===== src/rtl/scu_pkg.sv =====
package scu_pkg;
  typedef enum logic [1:0] {
    ST_I = 2'd0,
    ST_S = 2'd1,
    ST_E = 2'd2,
    ST_M = 2'd3
  } mesi_e;
endpackage


===== src/rtl/scu_rr_arb.sv =====
module scu_rr_arb #(
  parameter int NCPU = 4,
  localparam int CW = $clog2(NCPU)
) (
  input  logic            clk,
  input  logic            rst_n,
  input  logic [NCPU-1:0] req,
  output logic [NCPU-1:0] gnt,
  output logic            win_valid,
  output logic [CW-1:0]   win_idx
);
  logic [CW-1:0] ptr_q, ptr_d;

  always_comb begin
    gnt       = '0;
    win_valid = 1'b0;
    win_idx   = '0;
    for (int k = 0; k < NCPU; k++) begin
      if (!win_valid && req[(int'(ptr_q) + k) % NCPU]) begin
        win_valid = 1'b1;
        win_idx   = CW'((int'(ptr_q) + k) % NCPU);
        gnt[(int'(ptr_q) + k) % NCPU] = 1'b1;
      end
    end
    ptr_d = (int'(win_idx) == NCPU - 1) ? '0 : win_idx + 1'b1;
  end

  always_ff @(posedge clk or negedge rst_n) begin
    if (!rst_n)         ptr_q <= '0;
    else if (win_valid) ptr_q <= ptr_d;
  end

  // never more than one grant
  a_r10_single_grant: assert property (@(posedge clk) disable iff (!rst_n)
    $onehot0(gnt));
  // grant only to a requesting CPU
  a_r11_grant_has_request: assert property (@(posedge clk) disable iff (!rst_n)
    (gnt & ~req) == '0);
endmodule


===== src/rtl/scu_dup_tags.sv =====
module scu_dup_tags
  import scu_pkg::*;
#(
  parameter int NCPU  = 4,
  parameter int IDX_W = 3,
  parameter int TAG_W = 6,
  localparam int SETS = 1 << IDX_W,
  localparam int CW   = $clog2(NCPU)
) (
  input  logic                       clk,
  input  logic                       rst_n,
  input  logic [IDX_W-1:0]           lk_idx,
  input  logic [TAG_W-1:0]           lk_tag,
  input  logic [CW-1:0]              req_cpu,
  output logic [NCPU-1:0]            others_hit,
  output logic [NCPU-1:0][1:0]       look_st,
  output mesi_e                      own_st,
  output logic [TAG_W-1:0]           own_tag,
  input  logic                       upd_en,
  input  mesi_e                      upd_st,
  input  logic [NCPU-1:0]            snp_mask,
  input  logic                       snp_op
);
  logic [NCPU-1:0][TAG_W-1:0] tag_rd;
  logic [NCPU-1:0]            any_match;
  logic [NCPU-1:0]            mod_match;

  for (genvar g = 0; g < NCPU; g++) begin : g_cpu
    mesi_e            st_q  [SETS];
    logic [TAG_W-1:0] tag_q [SETS];
    logic             wr_en;
    mesi_e            wr_st;
    logic [TAG_W-1:0] wr_tag;

    always_comb begin
      wr_en  = 1'b0;
      wr_st  = st_q[lk_idx];
      wr_tag = tag_q[lk_idx];
      if (upd_en && req_cpu == CW'(g)) begin
        wr_en  = 1'b1;
        wr_st  = upd_st;
        wr_tag = lk_tag;
      end else if (upd_en && snp_mask[g]) begin
        wr_en = 1'b1;
        wr_st = snp_op ? ST_I : ST_S;
      end
    end

    always_ff @(posedge clk or negedge rst_n) begin
      if (!rst_n) begin
        for (int s = 0; s < SETS; s++) begin
          st_q[s]  <= ST_I;
          tag_q[s] <= '0;
        end
      end else if (wr_en) begin
        st_q[lk_idx]  <= wr_st;
        tag_q[lk_idx] <= wr_tag;
      end
    end

    assign look_st[g]    = st_q[lk_idx];
    assign tag_rd[g]     = tag_q[lk_idx];
    assign any_match[g]  = (st_q[lk_idx] != ST_I) && (tag_q[lk_idx] == lk_tag);
    assign mod_match[g]  = any_match[g] && (st_q[lk_idx] == ST_M);
    assign others_hit[g] = any_match[g] && (req_cpu != CW'(g));
  end

  assign own_st  = mesi_e'(look_st[req_cpu]);
  assign own_tag = tag_rd[req_cpu];

  // a Modified copy is always the only copy of its line
  a_r4_modified_sole_copy: assert property (@(posedge clk) disable iff (!rst_n)
    (|mod_match) |-> ($countones(any_match) == 1));
endmodule


===== src/rtl/scu_coh_ctl.sv =====
module scu_coh_ctl
  import scu_pkg::*;
#(
  parameter int NCPU  = 4,
  parameter int IDX_W = 3,
  parameter int TAG_W = 6,
  localparam int AW = IDX_W + TAG_W,
  localparam int CW = $clog2(NCPU)
) (
  input  logic                 clk,
  input  logic                 rst_n,
  input  logic                 win_valid,
  input  logic [CW-1:0]        win_cpu,
  input  logic [1:0]           req_op,
  input  logic [AW-1:0]        req_addr,
  input  logic [NCPU-1:0]      others_hit,
  input  logic [NCPU-1:0][1:0] look_st,
  input  mesi_e                own_st,
  input  logic [TAG_W-1:0]     own_tag,
  output mesi_e                gnt_state,
  output logic [NCPU-1:0]      snp_mask,
  output logic                 snp_op,
  output logic                 xfer_valid,
  output logic [CW-1:0]        xfer_src,
  output logic                 nl_fetch,
  output logic [AW-1:0]        nl_addr,
  output logic                 nl_wb,
  output logic [AW-1:0]        nl_wb_addr
);
  logic [IDX_W-1:0] req_idx;
  logic [TAG_W-1:0] req_tag;
  logic [CW-1:0]    src_idx;
  logic [NCPU-1:0]  src_oh;
  logic [NCPU-1:0]  valid_vec;
  mesi_e            src_st;
  logic             inval;

  assign req_idx = req_addr[IDX_W-1:0];
  assign req_tag = req_addr[AW-1:IDX_W];

  // lowest-numbered holder supplies the data
  always_comb begin
    src_idx = '0;
    for (int k = NCPU - 1; k >= 0; k--) begin
      if (others_hit[k]) src_idx = CW'(k);
    end
  end
  assign src_oh = NCPU'(1) << src_idx;
  assign src_st = mesi_e'(look_st[src_idx]);

  for (genvar g = 0; g < NCPU; g++) begin : g_vld
    assign valid_vec[g] = (look_st[g] != ST_I);
  end

  always_comb begin
    gnt_state  = ST_I;
    snp_mask   = '0;
    inval      = 1'b0;
    xfer_valid = 1'b0;
    xfer_src   = '0;
    nl_fetch   = 1'b0;
    nl_addr    = '0;
    nl_wb      = 1'b0;
    nl_wb_addr = '0;
    if (win_valid) begin
      if (req_op[1]) begin
        snp_mask  = others_hit;
        inval     = 1'b1;
        gnt_state = ST_M;
      end else begin
        if (others_hit == '0) begin
          nl_fetch  = 1'b1;
          nl_addr   = req_addr;
          gnt_state = req_op[0] ? ST_M : ST_E;
        end else begin
          xfer_valid = 1'b1;
          xfer_src   = src_idx;
          if (req_op[0]) begin
            snp_mask  = others_hit;
            inval     = 1'b1;
            gnt_state = ST_M;
          end else if (src_st == ST_M) begin
            snp_mask  = src_oh;
            inval     = 1'b1;
            gnt_state = ST_M;
          end else begin
            snp_mask  = src_oh;
            gnt_state = ST_S;
          end
        end
        if (own_st == ST_M && own_tag != req_tag) begin
          nl_wb      = 1'b1;
          nl_wb_addr = {own_tag, req_idx};
        end
      end
    end
  end

  assign snp_op = inval && (snp_mask != '0);

  // snoops reach only CPUs with a live entry, never the requester
  a_r7_snoop_targets_live: assert property (@(posedge clk) disable iff (!rst_n)
    (snp_mask & ~valid_vec) == '0);
  a_r7_no_self_snoop: assert property (@(posedge clk) disable iff (!rst_n)
    win_valid |-> ((snp_mask & (NCPU'(1) << win_cpu)) == '0));
  // data taken from a Modified owner is installed Modified, owner invalidated
  a_r4_migrate_keeps_dirty: assert property (@(posedge clk) disable iff (!rst_n)
    (xfer_valid && src_st == ST_M) |-> (gnt_state == ST_M && snp_op));
  // an upgrade moves no data anywhere
  a_r6_upgrade_no_data: assert property (@(posedge clk) disable iff (!rst_n)
    (win_valid && req_op[1]) |-> (!xfer_valid && !nl_fetch && !nl_wb));
endmodule


===== src/rtl/snoop_filter_ctl.sv =====
module snoop_filter_ctl
  import scu_pkg::*;
#(
  parameter int NCPU  = 4,
  parameter int IDX_W = 3,
  parameter int TAG_W = 6,
  localparam int AW = IDX_W + TAG_W,
  localparam int CW = $clog2(NCPU)
) (
  input  logic                 clk,
  input  logic                 rst_n,
  input  logic [NCPU-1:0]      req_valid,
  input  logic [2*NCPU-1:0]    req_op,
  input  logic [NCPU*AW-1:0]   req_addr,
  output logic [NCPU-1:0]      gnt,
  output logic [1:0]           gnt_state,
  output logic [NCPU-1:0]      snp_mask,
  output logic                 snp_op,
  output logic                 xfer_valid,
  output logic [CW-1:0]        xfer_src,
  output logic                 nl_fetch,
  output logic [AW-1:0]        nl_addr,
  output logic                 nl_wb,
  output logic [AW-1:0]        nl_wb_addr
);
  logic                 rst_meta_q, rst_sync_q;
  logic [NCPU-1:0]      req_live;
  logic                 win_valid;
  logic [CW-1:0]        win_idx;
  logic [1:0]           win_op;
  logic [AW-1:0]        win_addr;
  logic [NCPU-1:0]      others_hit;
  logic [NCPU-1:0][1:0] look_st;
  mesi_e                own_st;
  logic [TAG_W-1:0]     own_tag;
  mesi_e                gst;

  always_ff @(posedge clk or negedge rst_n) begin
    if (!rst_n) begin
      rst_meta_q <= 1'b0;
      rst_sync_q <= 1'b0;
    end else begin
      rst_meta_q <= 1'b1;
      rst_sync_q <= rst_meta_q;
    end
  end

  assign req_live = req_valid & {NCPU{rst_sync_q}};
  assign win_op   = req_op[win_idx*2 +: 2];
  assign win_addr = req_addr[win_idx*AW +: AW];

  scu_rr_arb #(.NCPU(NCPU)) u_arb (
    .clk(clk), .rst_n(rst_sync_q), .req(req_live),
    .gnt(gnt), .win_valid(win_valid), .win_idx(win_idx)
  );

  scu_dup_tags #(.NCPU(NCPU), .IDX_W(IDX_W), .TAG_W(TAG_W)) u_dup (
    .clk(clk), .rst_n(rst_sync_q),
    .lk_idx(win_addr[IDX_W-1:0]), .lk_tag(win_addr[AW-1:IDX_W]),
    .req_cpu(win_idx), .others_hit(others_hit), .look_st(look_st),
    .own_st(own_st), .own_tag(own_tag),
    .upd_en(win_valid), .upd_st(gst), .snp_mask(snp_mask), .snp_op(snp_op)
  );

  scu_coh_ctl #(.NCPU(NCPU), .IDX_W(IDX_W), .TAG_W(TAG_W)) u_ctl (
    .clk(clk), .rst_n(rst_sync_q), .win_valid(win_valid), .win_cpu(win_idx),
    .req_op(win_op), .req_addr(win_addr), .others_hit(others_hit),
    .look_st(look_st), .own_st(own_st), .own_tag(own_tag),
    .gnt_state(gst), .snp_mask(snp_mask), .snp_op(snp_op),
    .xfer_valid(xfer_valid), .xfer_src(xfer_src),
    .nl_fetch(nl_fetch), .nl_addr(nl_addr),
    .nl_wb(nl_wb), .nl_wb_addr(nl_wb_addr)
  );

  assign gnt_state = gst;
endmodule


===== config.mk =====
export PLATFORM = sky130hd
export DESIGN_NAME = snoop_filter_ctl
export DESIGN_NICKNAME = d
export VERILOG_FILES = /design/src/rtl/scu_pkg.sv /design/src/rtl/scu_rr_arb.sv /design/src/rtl/scu_dup_tags.sv /design/src/rtl/scu_coh_ctl.sv /design/src/rtl/snoop_filter_ctl.sv
export SDC_FILE = /design/constraint.sdc
export NUM_CORES = 1
export LEC_CHECK = 0
export ABC_CLOCK_PERIOD_IN_PS = 15650
export BUFFER_PORTS_ARGS = -buffer_cell sky130_fd_sc_hd__buf_2
export CAP_MARGIN = 20
export CORE_MARGIN = 8
export CORE_UTILIZATION = 55
export CTS_CLUSTER_SIZE = 24
export DETAILED_ROUTE_END_ITERATION = 7
export GPL_TIMING_DRIVEN = 0
export PLACE_DENSITY = 0.85
export SYNTH_ARGS = -nofsm -noshare
export SYNTH_HDL_FRONTEND = slang
export SYNTH_SLANG_ARGS = --single-unit

===== constraint.sdc =====
create_clock -name clk -period 15.65 [get_ports clk]
set_input_delay 2.3475 -clock clk [delete_from_list [all_inputs] [get_ports clk]]
set_output_delay 2.3475 -clock clk [all_outputs]
set_load 0.05 [all_outputs]

==> out/qor.yml, run 1 <==
hpwl_mm: 44.60
ios: 84
yosys.area.top_type: "dfrtp_1"
power_w: 0.004472
die_w_um: 183.8
cts_buffers: 27
ys_types: 90
synth-seq-cells: 260
firstDrtPassIters: 6
drc: 0
via_count: 15600
dp_cells: 2191
track_usage: 0.3603
gr-total-overflow: 0
fp-row-count: 61
syn_area_um2: 15490
diodes: 0
finalSetupViolCount: 0
cts-htree-levels: 1
grt_max_degree: 74
port_buffers: 77
slew_violations: 0
cp.arrival_ns: 8.91
synth-edff-count: 0
finalHoldViolCount: 0
cts_sinks: 260
power_frac_comb: 0.609
avgSynthCellArea_um2: 8.989
rsz0062_at_grt: "no"
clkPwrFrac: 0.142
fin_crit_ns: 11.26
insertion_delay_ns: 0.56
r2r_slack_ns: 7.91
routedWlPerCell_um: 27.68
synth_top_area_share: 0.4201
ir_drop_uv: 191.8
coreArea_um2: 27780
cp.required_ns: 13.30
power_switching_w: 0.002357
synth-seq-area-share: 0.4201
slew_headroom: 0.1357
cts_tree: "done"
clockRootBuffer: "clkbuf_16"
max_freq_mhz: 88.85
reg2reg_from: "u_arb.ptr_q[0]$_DFFE_PN0P_"
drv_cap: 0
synth_area_leaders: "dfrtp_1 (42%), nand2_1 (7.0%), mux2_1 (5.0%)"
synth_cells: 1723
clk_pin_slew_ns: 0.06
sw_frac_of_total: 0.5271
routed_via_density: 6.978
area_delta_synth_final_pct: 12.31
post_cts_resized: 0
grt_pass1_vias: 14880
hold_path_class: "reg2async"
startpoint: "req_valid[1]"
crit_fanout: 11
post_layout_nonfiller_instances: 2236
post-route-period-util: 0.7192
final_layout_size_suffix_gt1_frac: 0.1442
internal_power_w: 0.002114
place_congestion: 1.010
seqPwrFrac: 0.249
p_leak_nw: 7.779
cts_setup_buffers: 0
clock-skew-final_ns: 0.02541
wirelength_mm: 61.90
syn_nets: 1781
die_height_um: 183.8
r2r-end: "u_dup.g_cpu[1].tag_q[5]$_DFFE_PN0P_"
drt_iter0_drc: 2442
async_reset_ff_frac: 1.000
outcome: "finished clean"
start_util: 0.5575
worstSetupStartpointType: "input pin"
nets: 1901
ant_nets: 0
worst_pin_slew_ns: 1.260
reg2regPathDepth: 21
critical_path_class: "in2out"
grt_pass1_wl_mm: 91.94
cp-endpoint: "gnt_state[1]"
ctsHoldBuffers: 0
die-area_um2: 33790
ys_warn_count: 0
clock_path_buffers: 3
power_density_nw_per_um2: 257.1
endpoint_kind: "output pin"
synth_ff_type: "dfrtp_1"
antenna_found_initial: 1
==> final cells by class <==
cell class	instances	area, µm²
buffer	102	481.7
clock buffer	37	743.2
clock inverter	7	88.84
fill	2389	10390
inverter	36	137.6
multi-input combinational	1325	8374
sequential	260	6510
tap	378	473.0
timing repair buffer	91	586.8
==> per-stage QoR <==
step / cell area (µm²) / hold slack [ns] / util / TNS, ns / setup WS (ns)
after floorplan: 15490 / 0.3312 / - / 0 / 2.010
after global placement: 16350 / 0.3371 / 0.5884 / -55.24 / -2.715
after detailed placement: 16550 / 0.2800 / 0.5958 / 0 / 4.725
after CTS: 17380 / 0.2804 / 0.6257 / 0 / 4.716
after global routing: 17400 / 0.3009 / 0.6261 / 0 / 4.339
final: 17400 / 0.2667 / 0.6261 / 0 / 4.395
==> power groups by stage <==
| stage | Sequential (W) | Clock [W] | Combinational [W] |
|---|---|---|---|
| floorplan | 0.00107 | 0 | 0.00171 |
| global placement | 0.00111 | 0 | 0.00251 |
| detailed placement | 0.00111 | 0 | 0.00258 |
| CTS | 0.00110 | 0.000633 | 0.00260 |
| global route | 0.00114 | 0.000658 | 0.00282 |
| finish | 0.00111 | 0.000634 | 0.00272 |
==> metal layers <==
layer  part of all wire  vias up  GRT usage  routed length [µm]
met3               0.14      308     0.1071                8812
met4              0.070        2     0.2130                4321
met1               0.37     7434     0.4625               22610
li1                   -     6554          -                   -
met2               0.42     1305     0.5340               26140
met5            0.00021        -          0                  13
==> cell usage in the layout (no fill, tap or decap), drive strengths merged, types with 14 or more instances in the layout <==
cell / n
buf: 130
a31oi: 17
a21oi: 116
nor3: 32
o22ai: 26
nor2: 96
o221ai: 18
dfrtp: 260
nand3: 53
nand4: 14
nand2: 294
inv: 36
and3: 22
and2: 19
nor2b: 18
o21ai: 190
clkbuf: 100
mux2i: 66
mux2: 108
a32oi: 20
a22oi: 18
o31ai: 23
==> worst max-delay path: stages <==
cell and delay, ns:
buf_2 0.14, nor2b_1 0.13, mux4_2 0.48, a32oi_1 0.38, a22oi_4 0.22, inv_4 0.19
buf_4 0.24, buf_2 0.32, buf_1 0.72, clkbuf_1 0.41, buf_1 0.74, ha_1 0.33
o21bai_1 0.15, nor4b_2 0.10, and3_1 0.27, o31a_1 0.34, o2111ai_1 0.22, o21ai_2 0.20
and2_1 0.20, buf_2 0.18, buf_6 0.17, nor2_1 0.12, buf_2 0.28
==> registers in the layout, indices dropped and copies added, names as in the netlist <==
name               cells
rst_meta_q             1
rst_sync_q             1
u_arb.ptr_q            2
u_dup.g_cpu.st_q      64
u_dup.g_cpu.tag_q    192
==> worst min path at each step <==
| stage | endpoint | slack, ns | depth (start not counted) |
|---|---|---|---|
| after detailed placement | u_dup.g_cpu[1].st_q[5]$_DFFE_PN0P_ | 0.28 | 0 |
| after floorplan | rst_sync_q$_DFF_PN0_ | 0.33 | 0 |
| after global placement | rst_sync_q$_DFF_PN0_ | 0.34 | 0 |
| after global routing | u_dup.g_cpu[0].tag_q[3]$_DFFE_PN0P_ | 0.30 | 0 |
| final | u_dup.g_cpu[1].st_q[15]$_DFFE_PN0P_ | 0.27 | 0 |
| after CTS | u_dup.g_cpu[0].tag_q[3]$_DFFE_PN0P_ | 0.28 | 0 |
==> logic make-up after synthesis <==
logic type                 Yosys count  share of synthesized area
and+or+nand+nor                    601                     0.1787
xor gates and xnor gates            15                   0.008482
muxes                              175                     0.1246
AOI/OAI and AO/OA                  525                     0.2214
adders and majority gates            8                   0.006463
DFF                                260                     0.4201
other                                1                  0.0002421
buffers and inverters              138                    0.03999
==> cells in the mapped netlist (all sizes together), types with 11 or more instances <==
library cell	n
buf	39
and2	19
xnor2	11
nand2	294
a221oi	11
nor4	11
o31ai	23
nand4	14
a22oi	18
clkbuf	63
a21oi	116
o22ai	26
mux2	108
inv	35
nand2b	11
dfrtp	260
o21ai	190
nor2b	18
a32oi	20
nand3	53
a31oi	17
and3	22
o221ai	18
nor3	32
nor2	96
mux2i	66
Power figures use the tool's default switching activity.
==> run 2, diff against run 1 <==
ABC_CLOCK_PERIOD_IN_PS = 10850   (was 15650)
clock period = 10.85 ns   (was 15.65 ns; I/O delays follow)
==> run 2 against run 1 <==
Effect of this change: first-iteration DRC count up 4.2%; clock skew fell by 0.014 ns; sequential cell count unchanged; utilization up 0.24 points; wire length down 1.3%; critical path depth down 1; sequential share of layout area fell by 0.14 points; combinational power rose by 44%; hold slack better by 0.086 ns; sequential power rose by 45%; register-to-register slack got worse by 5.5 ns; largest cell class unchanged; highest routed layer unchanged.
==> out/qor.yml, run 2 (synthesis gave the netlist of run 1 again) <==
outcome: "finished clean"
post_cts_resized: 0
mostFrequentLayoutCells: "nand2_1 (290), dfrtp_1 (259), o21ai_0 (149)"
die_w_um: 183.8
power_density_nw_per_um2: 374.8
place_congestion: 0.9996
cts_tree: "done"
hpwl_mm: 44.21
finalSetupTns_ns: 0
fp-row-count: 61
sw_frac_of_total: 0.5240
grt_pass1_vias: 15090
crit_fanout: 73
via_count: 15640
insertion_delay_ns: 0.57
grt_pass1_wl_mm: 91.05
internal_power_w: 0.003116
max_freq_mhz: 96.25
ios: 84
coreArea_um2: 27780
hold_path_class: "reg2reg"
p_leak_nw: 7.813
slew_violations: 0
worstSetupStartpointType: "register"
busiest_layer: "met2"
top_register: "u_dup.g_cpu.tag_q"
r2r_slack_ns: 2.46
drt_iter0_drc: 2545
fin_crit_ns: 10.39
routedWlPerCell_um: 27.29
die-area_um2: 33790
worst_pin_slew_ns: 1.353
ir_drop_uv: 313.8
cp-endpoint: "gnt_state[1]"
power_frac_comb: 0.601
clk_pin_slew_ns: 0.06
power_w: 0.006545
gr-total-overflow: 0
clockRootBuffer: "clkbuf_16"
grt_max_degree: 74
post-route-period-util: 0.9576
fin_worst_hold_slack_ns: 0.3529
ctsHoldBuffers: 0
seqPwrFrac: 0.246
wirelength_mm: 61.10
cp.required_ns: 9.22
rsz0062_at_grt: "no"
reg2reg_from: "rst_sync_q$_DFF_PN0_"
firstDrtPassIters: 8
clock_path_buffers: 3
clock-skew-final_ns: 0.01101
cts_setup_buffers: 0
met1_usage: 0.4491
cp.arrival_ns: 8.76
grtUsageMet3: 0.1128
ant_nets: 0
nets: 1897
finalSetupViolCount: 0
start_util: 0.5575
clkPwrFrac: 0.153
top_regs: "u_dup.g_cpu.tag_q (192), u_dup.g_cpu.st_q (64), u_arb.ptr_q (2)"
slew_headroom: 0.07250
die_height_um: 183.8
final_layout_size_suffix_gt1_frac: 0.1457
reg2regPathDepth: 20
startpoint: "rst_sync_q$_DFF_PN0_"
finalHoldViolCount: 0
track_usage: 0.3546
whs_path_depth: 0
port_buffers: 77
critical_path_class: "reg2out"
r2r-end: "u_dup.g_cpu[1].tag_q[22]$_DFFE_PN0P_"
routed_via_density: 6.984
drv_cap: 0
power_switching_w: 0.003429
grtUsageMet2: 0.5262
area_delta_synth_final_pct: 12.74
cts_sinks: 260
final_common_cell: "nand2_1"
antenna_found_initial: 2
drc: 0
cts_buffers: 28
largest_reg_flops: 192
cts-htree-levels: 1
endpoint_kind: "output pin"
run 2: worst min path at each step:
stage	to	slack (ns)	startpoint
CTS	rst_sync_q$_DFF_PN0_	0.36	rst_meta_q$_DFF_PN0_
finish	rst_sync_q$_DFF_PN0_	0.35	rst_meta_q$_DFF_PN0_
detailed placement	rst_sync_q$_DFF_PN0_	0.35	rst_meta_q$_DFF_PN0_
floorplan	rst_sync_q$_DFF_PN0_	0.33	rst_meta_q$_DFF_PN0_
global route	rst_sync_q$_DFF_PN0_	0.38	rst_meta_q$_DFF_PN0_
global placement	rst_sync_q$_DFF_PN0_	0.34	rst_meta_q$_DFF_PN0_
run 2: area by class of cell:
type / instances / area, µm²
inverter: 36 / 137.6
sequential: 260 / 6510
timing repair buffer: 86 / 518.0
multi-input combinational: 1325 / 8376
tap: 378 / 473.0
antenna: 1 / 2.502
clock buffer: 44 / 872.1
buffer: 102 / 481.7
fill: 2372 / 10320
clock inverter: 7 / 91.34
run 2: power groups by stage:
stage	Clock [W]	Combinational [W]	Sequential [W]
finish	0.00100	0.00393	0.00161
global route	0.00103	0.00408	0.00164
CTS	0.000996	0.00375	0.00160
detailed placement	0	0.00372	0.00161
global placement	0	0.00363	0.00160
floorplan	0	0.00246	0.00155
run 2: worst max-delay path, stage by stage (launching register included):
cell and delay [ns]:
dfrtp_4 0.94, buf_16 0.37, buf_16 0.33, buf_16 0.34, nand2b_1 0.13, o22ai_1 0.38, nor2_1 0.15, a22oi_4 0.38
clkbuf_1 0.60, clkbuf_1 0.84, nand3_1 0.19, nand2_1 0.72, a21oi_1 0.10, nor3_1 0.57, nand3_1 0.33, nand4_1 0.20
o2111ai_1 0.13, o21ai_2 0.42, and2_1 0.21, buf_2 0.22, buf_6 0.19, nor2_1 0.07, buf_2 0.23
run 2: metrics by stage:
stage	instance area, µm²	utilization	worst slack, ns	cells
3_5_place_dp	16500	0.5938	1.343	2187
2_1_floorplan	15490	-	0.9921	1723
3_3_place_gp	16350	0.5885	-2.275	2178
5_1_grt	17460	0.6284	0.1595	2238
4_1_cts	17460	0.6284	0.6807	2238
6_report	17460	0.6285	0.4602	2239
run 2: metal layers:
| metal | routed length, µm | share of wire | vias to the layer above |
|---|---|---|---|
| met5 | 13 | 0.00021 | - |
| met4 | 4196 | 0.069 | 2 |
| met3 | 8976 | 0.15 | 299 |
| met2 | 25550 | 0.42 | 1246 |
| met1 | 22370 | 0.37 | 7534 |
| li1 | - | - | 6557 |
